**config.mk**
```make
export PLATFORM = sky130hd
export DESIGN_NAME = chan_irq_ctl
export DESIGN_NICKNAME = d
export VERILOG_FILES = /design/src/rtl/chan_irq_pkg.sv /design/src/rtl/chan_irq_enable_reg.sv /design/src/rtl/chan_irq_flag_bank.sv /design/src/rtl/chan_irq_req_gen.sv /design/src/rtl/chan_irq_ctl.sv
export SDC_FILE = /design/constraint.sdc
export NUM_CORES = 1
export LEC_CHECK = 0
export ABC_AREA = 1
export BUFFER_PORTS_ARGS = -buffer_cell sky130_fd_sc_hd__buf_2
export CAP_MARGIN = 20
export CORE_UTILIZATION = 35
export CTS_BUF_LIST = sky130_fd_sc_hd__clkbuf_8
export DETAILED_ROUTE_END_ITERATION = 10
export GPL_ROUTABILITY_DRIVEN = 0
export PLACE_DENSITY = 0.54
export RECOVER_POWER = 50
export SLEW_MARGIN = 20
export SYNTH_ARGS = -nofsm -noshare
export SYNTH_HDL_FRONTEND = slang
export SYNTH_SLANG_ARGS = --single-unit
export TNS_END_PERCENT = 20
```
**constraint.sdc**
```tcl
create_clock -name clk -period 2.8 [get_ports clk]
set_clock_uncertainty 0.2 [all_clocks]
set_input_delay 0.28 -clock clk [delete_from_list [all_inputs] [get_ports clk]]
set_output_delay 0.28 -clock clk [all_outputs]
set_load 0.03 [all_outputs]
```
**src/rtl/chan_irq_pkg.sv**
```systemverilog
package chan_irq_pkg;

  localparam logic ADDR_ENABLE = 1'b0;
  localparam logic ADDR_STATUS = 1'b1;

  typedef struct packed {
    logic en_wr;
    logic en_rd;
    logic st_wr;
    logic st_rd;
  } bus_acc_t;

endpackage

```
**src/rtl/chan_irq_enable_reg.sv**
```systemverilog
module chan_irq_enable_reg #(
  parameter int NUM_CH = 16
) (
  input  logic              clk,
  input  logic              rst_n,
  input  logic              wr_en,
  input  logic [NUM_CH-1:0] wdata,
  output logic [NUM_CH-1:0] enables
);

  logic [NUM_CH-1:0] en_q;
  logic [NUM_CH-1:0] en_d;

  always_comb begin
    en_d = en_q;
    if (wr_en) en_d = wdata;
  end

  always_ff @(posedge clk or negedge rst_n) begin
    if (!rst_n)     en_q <= '0;
    else if (wr_en) en_q <= en_d;
  end

  assign enables = en_q;

endmodule

```
**src/rtl/chan_irq_flag_bank.sv**
```systemverilog
module chan_irq_flag_bank #(
  parameter int NUM_CH = 16
) (
  input  logic              clk,
  input  logic              rst_n,
  input  logic [NUM_CH-1:0] set_pulse,
  input  logic [NUM_CH-1:0] rd_mask,
  input  logic [NUM_CH-1:0] clr_mask,
  output logic [NUM_CH-1:0] flags
);

  for (genvar i = 0; i < NUM_CH; i++) begin : g_cell
    logic flag_q, flag_d;
    logic arm_q, arm_d;
    logic upd;

    // priority: set, then armed clear, then read arming
    always_comb begin
      flag_d = flag_q;
      arm_d  = arm_q;
      if (set_pulse[i]) begin
        flag_d = 1'b1;
        arm_d  = 1'b0;
      end else if (clr_mask[i] && arm_q) begin
        flag_d = 1'b0;
        arm_d  = 1'b0;
      end else if (rd_mask[i] && flag_q) begin
        arm_d  = 1'b1;
      end
    end

    assign upd = set_pulse[i] | clr_mask[i] | rd_mask[i];

    always_ff @(posedge clk or negedge rst_n) begin
      if (!rst_n) begin
        flag_q <= 1'b0;
        arm_q  <= 1'b0;
      end else if (upd) begin
        flag_q <= flag_d;
        arm_q  <= arm_d;
      end
    end

    assign flags[i] = flag_q;
  end

endmodule

```
**src/rtl/chan_irq_req_gen.sv**
```systemverilog
module chan_irq_req_gen #(
  parameter int NUM_CH = 16,
  parameter int LVL_W  = 3
) (
  input  logic              clk,
  input  logic              rst_n,
  input  logic [NUM_CH-1:0] flags,
  input  logic [NUM_CH-1:0] enables,
  input  logic [LVL_W-1:0]  level,
  output logic              irq
);

  logic req_d, req_q;

  always_comb begin
    req_d = (|(flags & enables)) && (level != '0);
  end

  always_ff @(posedge clk or negedge rst_n) begin
    if (!rst_n) req_q <= 1'b0;
    else        req_q <= req_d;
  end

  assign irq = req_q;

endmodule

```
**src/rtl/chan_irq_ctl.sv**
```systemverilog
module chan_irq_ctl
  import chan_irq_pkg::*;
#(
  parameter int NUM_CH = 16,
  parameter int LVL_W  = 3,
  localparam int LANES = NUM_CH / 8
) (
  input  logic              clk,
  input  logic              rst_n,
  input  logic              bus_sel_i,
  input  logic              bus_wr_i,
  input  logic              bus_addr_i,
  input  logic [LANES-1:0]  bus_be_i,
  input  logic [NUM_CH-1:0] bus_wdata_i,
  output logic [NUM_CH-1:0] bus_rdata_o,
  input  logic [NUM_CH-1:0] chan_set_i,
  input  logic [LVL_W-1:0]  irq_level_i,
  output logic              irq_req_o
);

  // reset synchronizer: asynchronous assert, synchronous release
  logic [1:0] rst_sync_q;
  logic       rst_n_sync;

  always_ff @(posedge clk or negedge rst_n) begin
    if (!rst_n) rst_sync_q <= 2'b00;
    else        rst_sync_q <= {rst_sync_q[0], 1'b1};
  end

  assign rst_n_sync = rst_sync_q[1];

  // access decode
  bus_acc_t acc;

  always_comb begin
    acc.en_wr = bus_sel_i &  bus_wr_i & (bus_addr_i == ADDR_ENABLE) & (&bus_be_i);
    acc.en_rd = bus_sel_i & ~bus_wr_i & (bus_addr_i == ADDR_ENABLE);
    acc.st_wr = bus_sel_i &  bus_wr_i & (bus_addr_i == ADDR_STATUS);
    acc.st_rd = bus_sel_i & ~bus_wr_i & (bus_addr_i == ADDR_STATUS);
  end

  logic [NUM_CH-1:0] lane_bits;

  for (genvar k = 0; k < LANES; k++) begin : g_lane
    assign lane_bits[8*k +: 8] = {8{bus_be_i[k]}};
  end

  logic [NUM_CH-1:0] rd_mask, clr_mask;

  always_comb begin
    rd_mask  = acc.st_rd ? lane_bits : '0;
    clr_mask = acc.st_wr ? (lane_bits & ~bus_wdata_i) : '0;
  end

  logic [NUM_CH-1:0] enable_q;
  logic [NUM_CH-1:0] flag_q;

  chan_irq_enable_reg #(.NUM_CH(NUM_CH)) u_enable (
    .clk     (clk),
    .rst_n   (rst_n_sync),
    .wr_en   (acc.en_wr),
    .wdata   (bus_wdata_i),
    .enables (enable_q)
  );

  chan_irq_flag_bank #(.NUM_CH(NUM_CH)) u_flags (
    .clk       (clk),
    .rst_n     (rst_n_sync),
    .set_pulse (chan_set_i),
    .rd_mask   (rd_mask),
    .clr_mask  (clr_mask),
    .flags     (flag_q)
  );

  chan_irq_req_gen #(.NUM_CH(NUM_CH), .LVL_W(LVL_W)) u_req (
    .clk     (clk),
    .rst_n   (rst_n_sync),
    .flags   (flag_q),
    .enables (enable_q),
    .level   (irq_level_i),
    .irq     (irq_req_o)
  );

  // registered read path
  logic [NUM_CH-1:0] rdata_d, rdata_q;
  logic              rd_any;

  assign rd_any = acc.en_rd | acc.st_rd;

  always_comb begin
    rdata_d = rdata_q;
    if (acc.en_rd)      rdata_d = enable_q;
    else if (acc.st_rd) rdata_d = flag_q & lane_bits;
  end

  always_ff @(posedge clk or negedge rst_n_sync) begin
    if (!rst_n_sync)  rdata_q <= '0;
    else if (rd_any)  rdata_q <= rdata_d;
  end

  assign bus_rdata_o = rdata_q;

endmodule

```
==> out/qor.txt, run 1 <==
status = finished clean
reg2reg path depth = 6
CP max-delay cell = nor2_2
synthesized area = 0.00294 mm^2
post-layout min period = 1620 ps
maxcap violations = 0
CTS Buffer Depth = 2
Synth Warn # = 0
nets@finish = 499
Worst setup endpoint = bus_rdata_o[1]$_DFFE_PN0P_
ANT nets after route = 0
Final Hold Fails = 0
vias in the first global route = 2487
R2R setup slack = 1570 ps
# rows = 33
slowest cell delay on critical path = 670 ps
routed wire length = 6780 um
cell area power density = 579 mW/mm^2
Final setup viols = 0
CP top delay family = simple AND/OR/NAND/NOR gates
post-layout util = 46.8%
Die Area = 0.00876 mm^2
total global routing overflow = 0
Crit Reg-Reg Endpoint = u_req.irq$_DFF_PN0_
Global Route Usage Sum = 17.4%
arrival time worst endpoint = 1690 ps
dpl hpwl = 4670 um
Die X-Extent = 93.6 um
worst-path cell chain = buf_2 > inv_1 > nand2_2 > nor2_2 > nand2_1 > nand3_1
worst-path fanout max = 17
Synth top area share = 57.1%
slew margin rel. = 50.9%
Sink Count = 67
#FFs+latches synth = 67
antenna cells = 0
leakage = 1.97 nW
CTS tree = built
clock root buffer = clkbuf_8
DR vias = 2543
Port Buf Inserts = 58
post-synthesis net count = 402
crit end category = flip-flop
CTS resizes = 0
VDD IR max = 0.238 mV
vias per cell = 4.51
antenna violations before repair = 0
Worst Hold Depth = 3
CORE AREA = 0.00818 mm^2
Synth area leader = dfrtp_1
chip height = 93.6 um
Final Max Tran Viols = 0
Fillers = 831
Area Overhead vs Synth = 30.3%
share of layout cells above drive strength 1 = 15.5%
CTS clk-pin slew, worst paths = 70 ps
Tcrit/Tclk final = 57.9%
Worst Setup SP = bus_wr_i
FFs w/ async S/R, synth = 100%
Synth area leaders = dfrtp_1, nand2_1, inv_1, o21ai_0, nor2_1
DR iter-0 viols = 119
syn_area_per_cell = 8.15 um^2
Top FF cell, synth = dfrtp_1
Req. time, crit path = 2870 ps
Levels on crit path = 6
H-tree depth = 3
Wirelength per Cell = 12.0 um
CP bufs+invs = 2
Num CTS Buffers = 9
startpoint types = input pin
first-pass GRT wire length = 11400 um
Post-synth top cells = nand2_1, dfrtp_1, inv_1
Initial Util = 35.9%
worst reg2reg startpoint = u_enable.enables[15]$_DFFE_PN0P_
Final TNS setup = 0 ps
drc violations = 0
Worst Setup Path Type = input pin to flip-flop
Skew-Pair Late Insertion Delay = 330 ps
io pins = 59
RSZ-0062 raised after global routing = no
fmax = 0.617 GHz
DRT Pass-1 Iters = 4
largest net degree at the start of global routing = 52
Seq/Total Area, Yosys = 57.1%
Worst Tran Pin Value = 735 ps
most frequent cell after synthesis = nand2_1
Hold Crit Class = input pin to flip-flop
post-synth cell types = 20
Syn Inst Count = 360
EDFF count, synth = 0
-- state kept, by name, indices dropped and copies added, names as in the netlist --
signal	count
rst_sync_q	2
bus_rdata_o	16
u_enable.enables	16
u_flags.g_cell.flag_q	16
u_req.irq	1
u_flags.g_cell.arm_q	16
-- metal layers --
| metal | global-route usage, % | share of wire [%] | up-vias |
|---|---|---|---|
| met5 | 0 | 0 | - |
| met4 | 6.54 | 1.3 | 0 |
| met3 | 3.82 | 3.5 | 8 |
| met2 | 28.1 | 47 | 48 |
| met1 | 22.7 | 48 | 1189 |
| li1 | - | - | 1298 |
-- cells in the final DEF, fill, tap and decap left out, drive strengths merged --
master	n
nand3	11
clkbuf	17
dfrtp	67
buf	54
nand3b	8
nand4	1
o21ai	32
nor2	43
nand2	123
nor3	2
a21oi	16
inv	51
conb	1
dlygate4sd3	33
-- logic make-up after synthesis --
logic type             share of synthesized area, %
buffers and inverters                          7.63
AND/OR/NAND/NOR                                26.9
other                                         0.128
AO/OA/AOI/OAI                                  8.18
flip-flops                                     57.1
-- where the power goes --
group / switching, mW / leakage [nW] / internal [mW]
sequential: 0.0783 / 0.777 / 1.07
clock: 0.324 / 0.0897 / 0.349
combinational: 0.237 / 1.11 / 0.154
-- per-stage QoR --
| stage | hold WS (ps) | instances | setup slack, ps | total power, mW | cell area (um^2) |
|---|---|---|---|---|---|
| after floorplan | -216 | 360 | 596 | 1.39 | 2940 |
| after global placement | -135 | 518 | 846 | 1.53 | 3350 |
| after detailed placement | -133 | 518 | 814 | 1.53 | 3350 |
| after CTS | 0.416 | 564 | 1150 | 2.25 | 3830 |
| after global routing | 38.7 | 564 | 1020 | 2.36 | 3830 |
| final | 10.2 | 564 | 1180 | 2.22 | 3830 |
-- worst min-delay path, delay by kind of cell --
family	cells	cell delay (ps)
buf+inv	1	80
simple gates	2	150
-- worst min-delay path by stage --
stage                                  from                              endpoint  slack [ps]
CTS                 rst_sync_q[1]$_DFF_PN0_  u_flags.g_cell[1].flag_q$_DFFE_PN0P_         0.4
detailed placement                    rst_n               rst_sync_q[0]$_DFF_PN0_        -130
finish                       irq_level_i[2]                   u_req.irq$_DFF_PN0_          10
floorplan                             rst_n               rst_sync_q[0]$_DFF_PN0_        -220
global placement                      rst_n               rst_sync_q[0]$_DFF_PN0_        -140
global route                          rst_n               rst_sync_q[0]$_DFF_PN0_          40
-- area by class of cell --
class	instances	area (um^2)	area share, %
flip-flops and latches	67	1680	43.8
multi-input cells	237	1030	27.0
inverters	49	184	4.81
well taps	105	131	3.43
repair buffers	93	641	16.7
clock buffers	11	151	3.96
clock inverters	2	7.51	0.196
-- timing repair --
| action | in CTS | in global routing |
|---|---|---|
| endpoints found under the hold margin | 46 | 0 |
| hold buffers | 33 | 0 |
| setup endpoints to repair | 0 | 0 |
| setup buffers | 0 | 0 |
Note: power is estimated with default switching activity, not from simulation.
==> inputs of run 2 (changes only) <==
--- a/config.mk
+++ b/config.mk
@@ -12,7 +12,7 @@
 export CTS_BUF_LIST = sky130_fd_sc_hd__clkbuf_8
 export DETAILED_ROUTE_END_ITERATION = 10
 export GPL_ROUTABILITY_DRIVEN = 0
-export PLACE_DENSITY = 0.54
+export PLACE_DENSITY = 0.56
 export RECOVER_POWER = 50
 export SLEW_MARGIN = 20
 export SYNTH_ARGS = -nofsm -noshare
==> constraint.sdc (replaced) <==
create_clock -name clk -period 1.3 [get_ports clk]
set_clock_uncertainty 0.2 [all_clocks]
set_input_delay 0.13 -clock clk [delete_from_list [all_inputs] [get_ports clk]]
set_output_delay 0.13 -clock clk [all_outputs]
set_load 0.03 [all_outputs]
==> run 2 against run 1 <==
Flip-flop and latch count unchanged. Via count up 1.8%. Critical path depth fell by 5. Combinational power grew 130%. Register-to-register slack lost 1500 ps. Routed wire length is 0.34% higher. Clock-buffer cell count shrank 1. Critical endpoint is now bus_rdata_o[7]. Largest cell class unchanged. Largest power group unchanged.
==> out/qor.txt, run 2 (same netlist as run 1, synthesis figures left out) <==
crit end category = primary output (was flip-flop)
Die Area = 0.00876 mm^2 (unchanged)
antenna cells = 0 (unchanged)
DRT Pass-1 Iters = 4 (unchanged)
slew margin rel. = 61.3% (was 50.9%)
leakage = 2.06 nW (was 1.97 nW)
cell area power density = 1250 mW/mm^2 (was 579 mW/mm^2)
Req. time, crit path = 970 ps (was 2870 ps)
Initial Util = 35.9% (unchanged)
worst-path fanout max = 2 (was 17)
worst hold margin = 95.1 ps (was 10.2 ps)
Fillers = 845 (was 831)
CTS tree = built (unchanged)
dpl hpwl = 4640 um (was 4670 um)
vias per cell = 4.46 (was 4.51)
clock root buffer = clkbuf_8 (unchanged)
Final Max Tran Viols = 0 (unchanged)
area of the multi-input gates = 0.00104 mm^2 (was 0.00103 mm^2)
CP bufs+invs = 1 (was 2)
Skew-Pair Late Insertion Delay = 340 ps (was 330 ps)
routed wire length = 6810 um (was 6780 um)
drc violations = 0 (unchanged)
first-pass GRT wire length = 11600 um (was 11400 um)
post-layout min period = 1260 ps
# rows = 33 (unchanged)
vias in the first global route = 2517 (was 2487)
Port Buf Inserts = 58 (unchanged)
H-tree depth = 3 (unchanged)
antenna violations before repair = 0 (unchanged)
Global Route Usage Sum = 17.4% (about the same)
startpoint types = flip-flop (was input pin)
Area after DPL = 0.00344 mm^2 (was 0.00335 mm^2)
cell count after placement = 529 (was 518)
Num CTS Buffers = 9 (unchanged)
Worst Setup SP = bus_rdata_o[7]$_DFFE_PN0P_ (was bus_wr_i)
io pins = 59 (unchanged)
commonest non-fill, non-tap cell in the layout = nand2_1 (unchanged)
post-route cell area = 0.00399 mm^2 (was 0.00383 mm^2)
Layout Cells excl Fill = 581 (was 564)
DR vias = 2589 (was 2543)
Area Overhead vs Synth = 36.0% (was 30.3%)
largest net degree at the start of global routing = 66 (was 52)
chip height = 93.6 um (unchanged)
Tcrit/Tclk final = 96.9%
ANT nets after route = 0 (unchanged)
DR iter-0 viols = 95 (was 119)
status = finished clean (unchanged)
Sink Count = 67 (unchanged)
worst reg2reg startpoint = u_flags.g_cell[0].flag_q$_DFFE_PN0P_ (was u_enable.enables[15]$_DFFE_PN0P_)
maxcap violations = 0 (unchanged)
Final setup viols = 0 (unchanged)
share of layout cells above drive strength 1 = 18.9% (was 15.5%)
CP top delay family = flip-flops (was simple AND/OR/NAND/NOR gates)
Worst Setup Path Type = flip-flop to primary output (was input pin to flip-flop)
Hold Crit Start = bus_be_i[0] (was irq_level_i[2])
Reg area = 0.00168 mm^2 (about the same)
fmax = 0.794 GHz
Final Hold Fails = 0 (unchanged)
nets@finish = 515 (was 499)
VDD IR max = 0.485 mV (was 0.238 mV)
Pwr Total = 4.99 mW (was 2.22 mW)
Die X-Extent = 93.6 um (unchanged)
Wirelength per Cell = 11.7 um (was 12.0 um)
worst-path cell chain = buf_2 (was buf_2 > inv_1 > nand2_2 > nor2_2 > nand2_1 > nand3_1)
RSZ-0062 raised after global routing = no (unchanged)
total global routing overflow = 0 (unchanged)
CTS Buffer Depth = 2 (unchanged)
CTS clk-pin slew, worst paths = 70 ps (about the same)
Hold Crit Class = input pin to flip-flop (unchanged)
Setup WS post-layout = 40.6 ps (was 1180 ps)
slowest cell delay on critical path = 380 ps (was 670 ps)
arrival time worst endpoint = 930 ps (was 1690 ps)
CORE AREA = 0.00818 mm^2 (unchanged)
Worst Tran Pin Value = 580 ps (was 735 ps)
CP max-delay cell = dfrtp_1 (was nor2_2)
pre-CTS WS = -8.16 ps (was 814 ps)
commonest cells after routing, fill and taps aside = nand2_1, dfrtp_1, buf_2 (unchanged)
run 2: changes by cell type in the layout (fill, tap and decap cells not counted), sizes merged:
cell and change:
buf +15, clkbuf -4, dlygate4sd3 +4, clkinv +2, bufinv +1, inv -1
run 2: per-layer routing:
metal | track usage (%) | wire length [um] | share of wire (%)
met1 | 23.8 | 3400 | 50
met2 | 27.1 | 3060 | 45
met3 | 2.76 | 221 | 3.2
met4 | 7.69 | 127 | 1.9
met5 | 0 | 0 | 0
run 2: report_power, final:
group | switching (mW) | leakage, nW | internal [mW]
registers | 0.150 | 0.776 | 2.31
logic | 0.527 | 1.19 | 0.357
clock network | 0.744 | 0.0992 | 0.904
total | 1.42 | 2.06 | 3.57
run 2: per-stage QoR:
stage          util (%)  TNS (ps)
2_1_floorplan         -         0
3_3_place_gp       42.1         0
3_5_place_dp       42.1     -10.2
4_1_cts            48.9         0
5_1_grt            48.8         0
6_report           48.8         0
run 2: area by class of cell:
class                      count  share of cell area, %
timing repair buffer         109                   19.5
tap                          105                   3.29
inverter                      49                   4.61
clock inverter                 4                   1.10
multi-input combinational    237                   26.0
sequential                    67                   42.1
clock buffer                  10                   3.45
run 2: final timing paths:
| check | to | slack [ps] | cells after the start |
|---|---|---|---|
| max in group asynchronous | u_flags.g_cell[15].flag_q$_DFFE_PN0P_ | 300 | 1 |
| worst max-delay path | bus_rdata_o[7] | 40 | 1 |
| worst max register to register | u_req.irq$_DFF_PN0_ | 110 | 6 |
| min in group asynchronous | bus_rdata_o[1]$_DFFE_PN0P_ | 200 | 1 |
| worst min register to register | rst_sync_q[1]$_DFF_PN0_ | 150 | 0 |
| worst min-delay path | u_flags.g_cell[0].flag_q$_DFFE_PN0P_ | 100 | 6 |
run 2: repair_timing:
action	CTS	global route
resized for setup	0	1
hold buffers	37	0
setup buffers	0	1
endpoints found under the hold margin	51	0
setup endpoints to repair	0	1
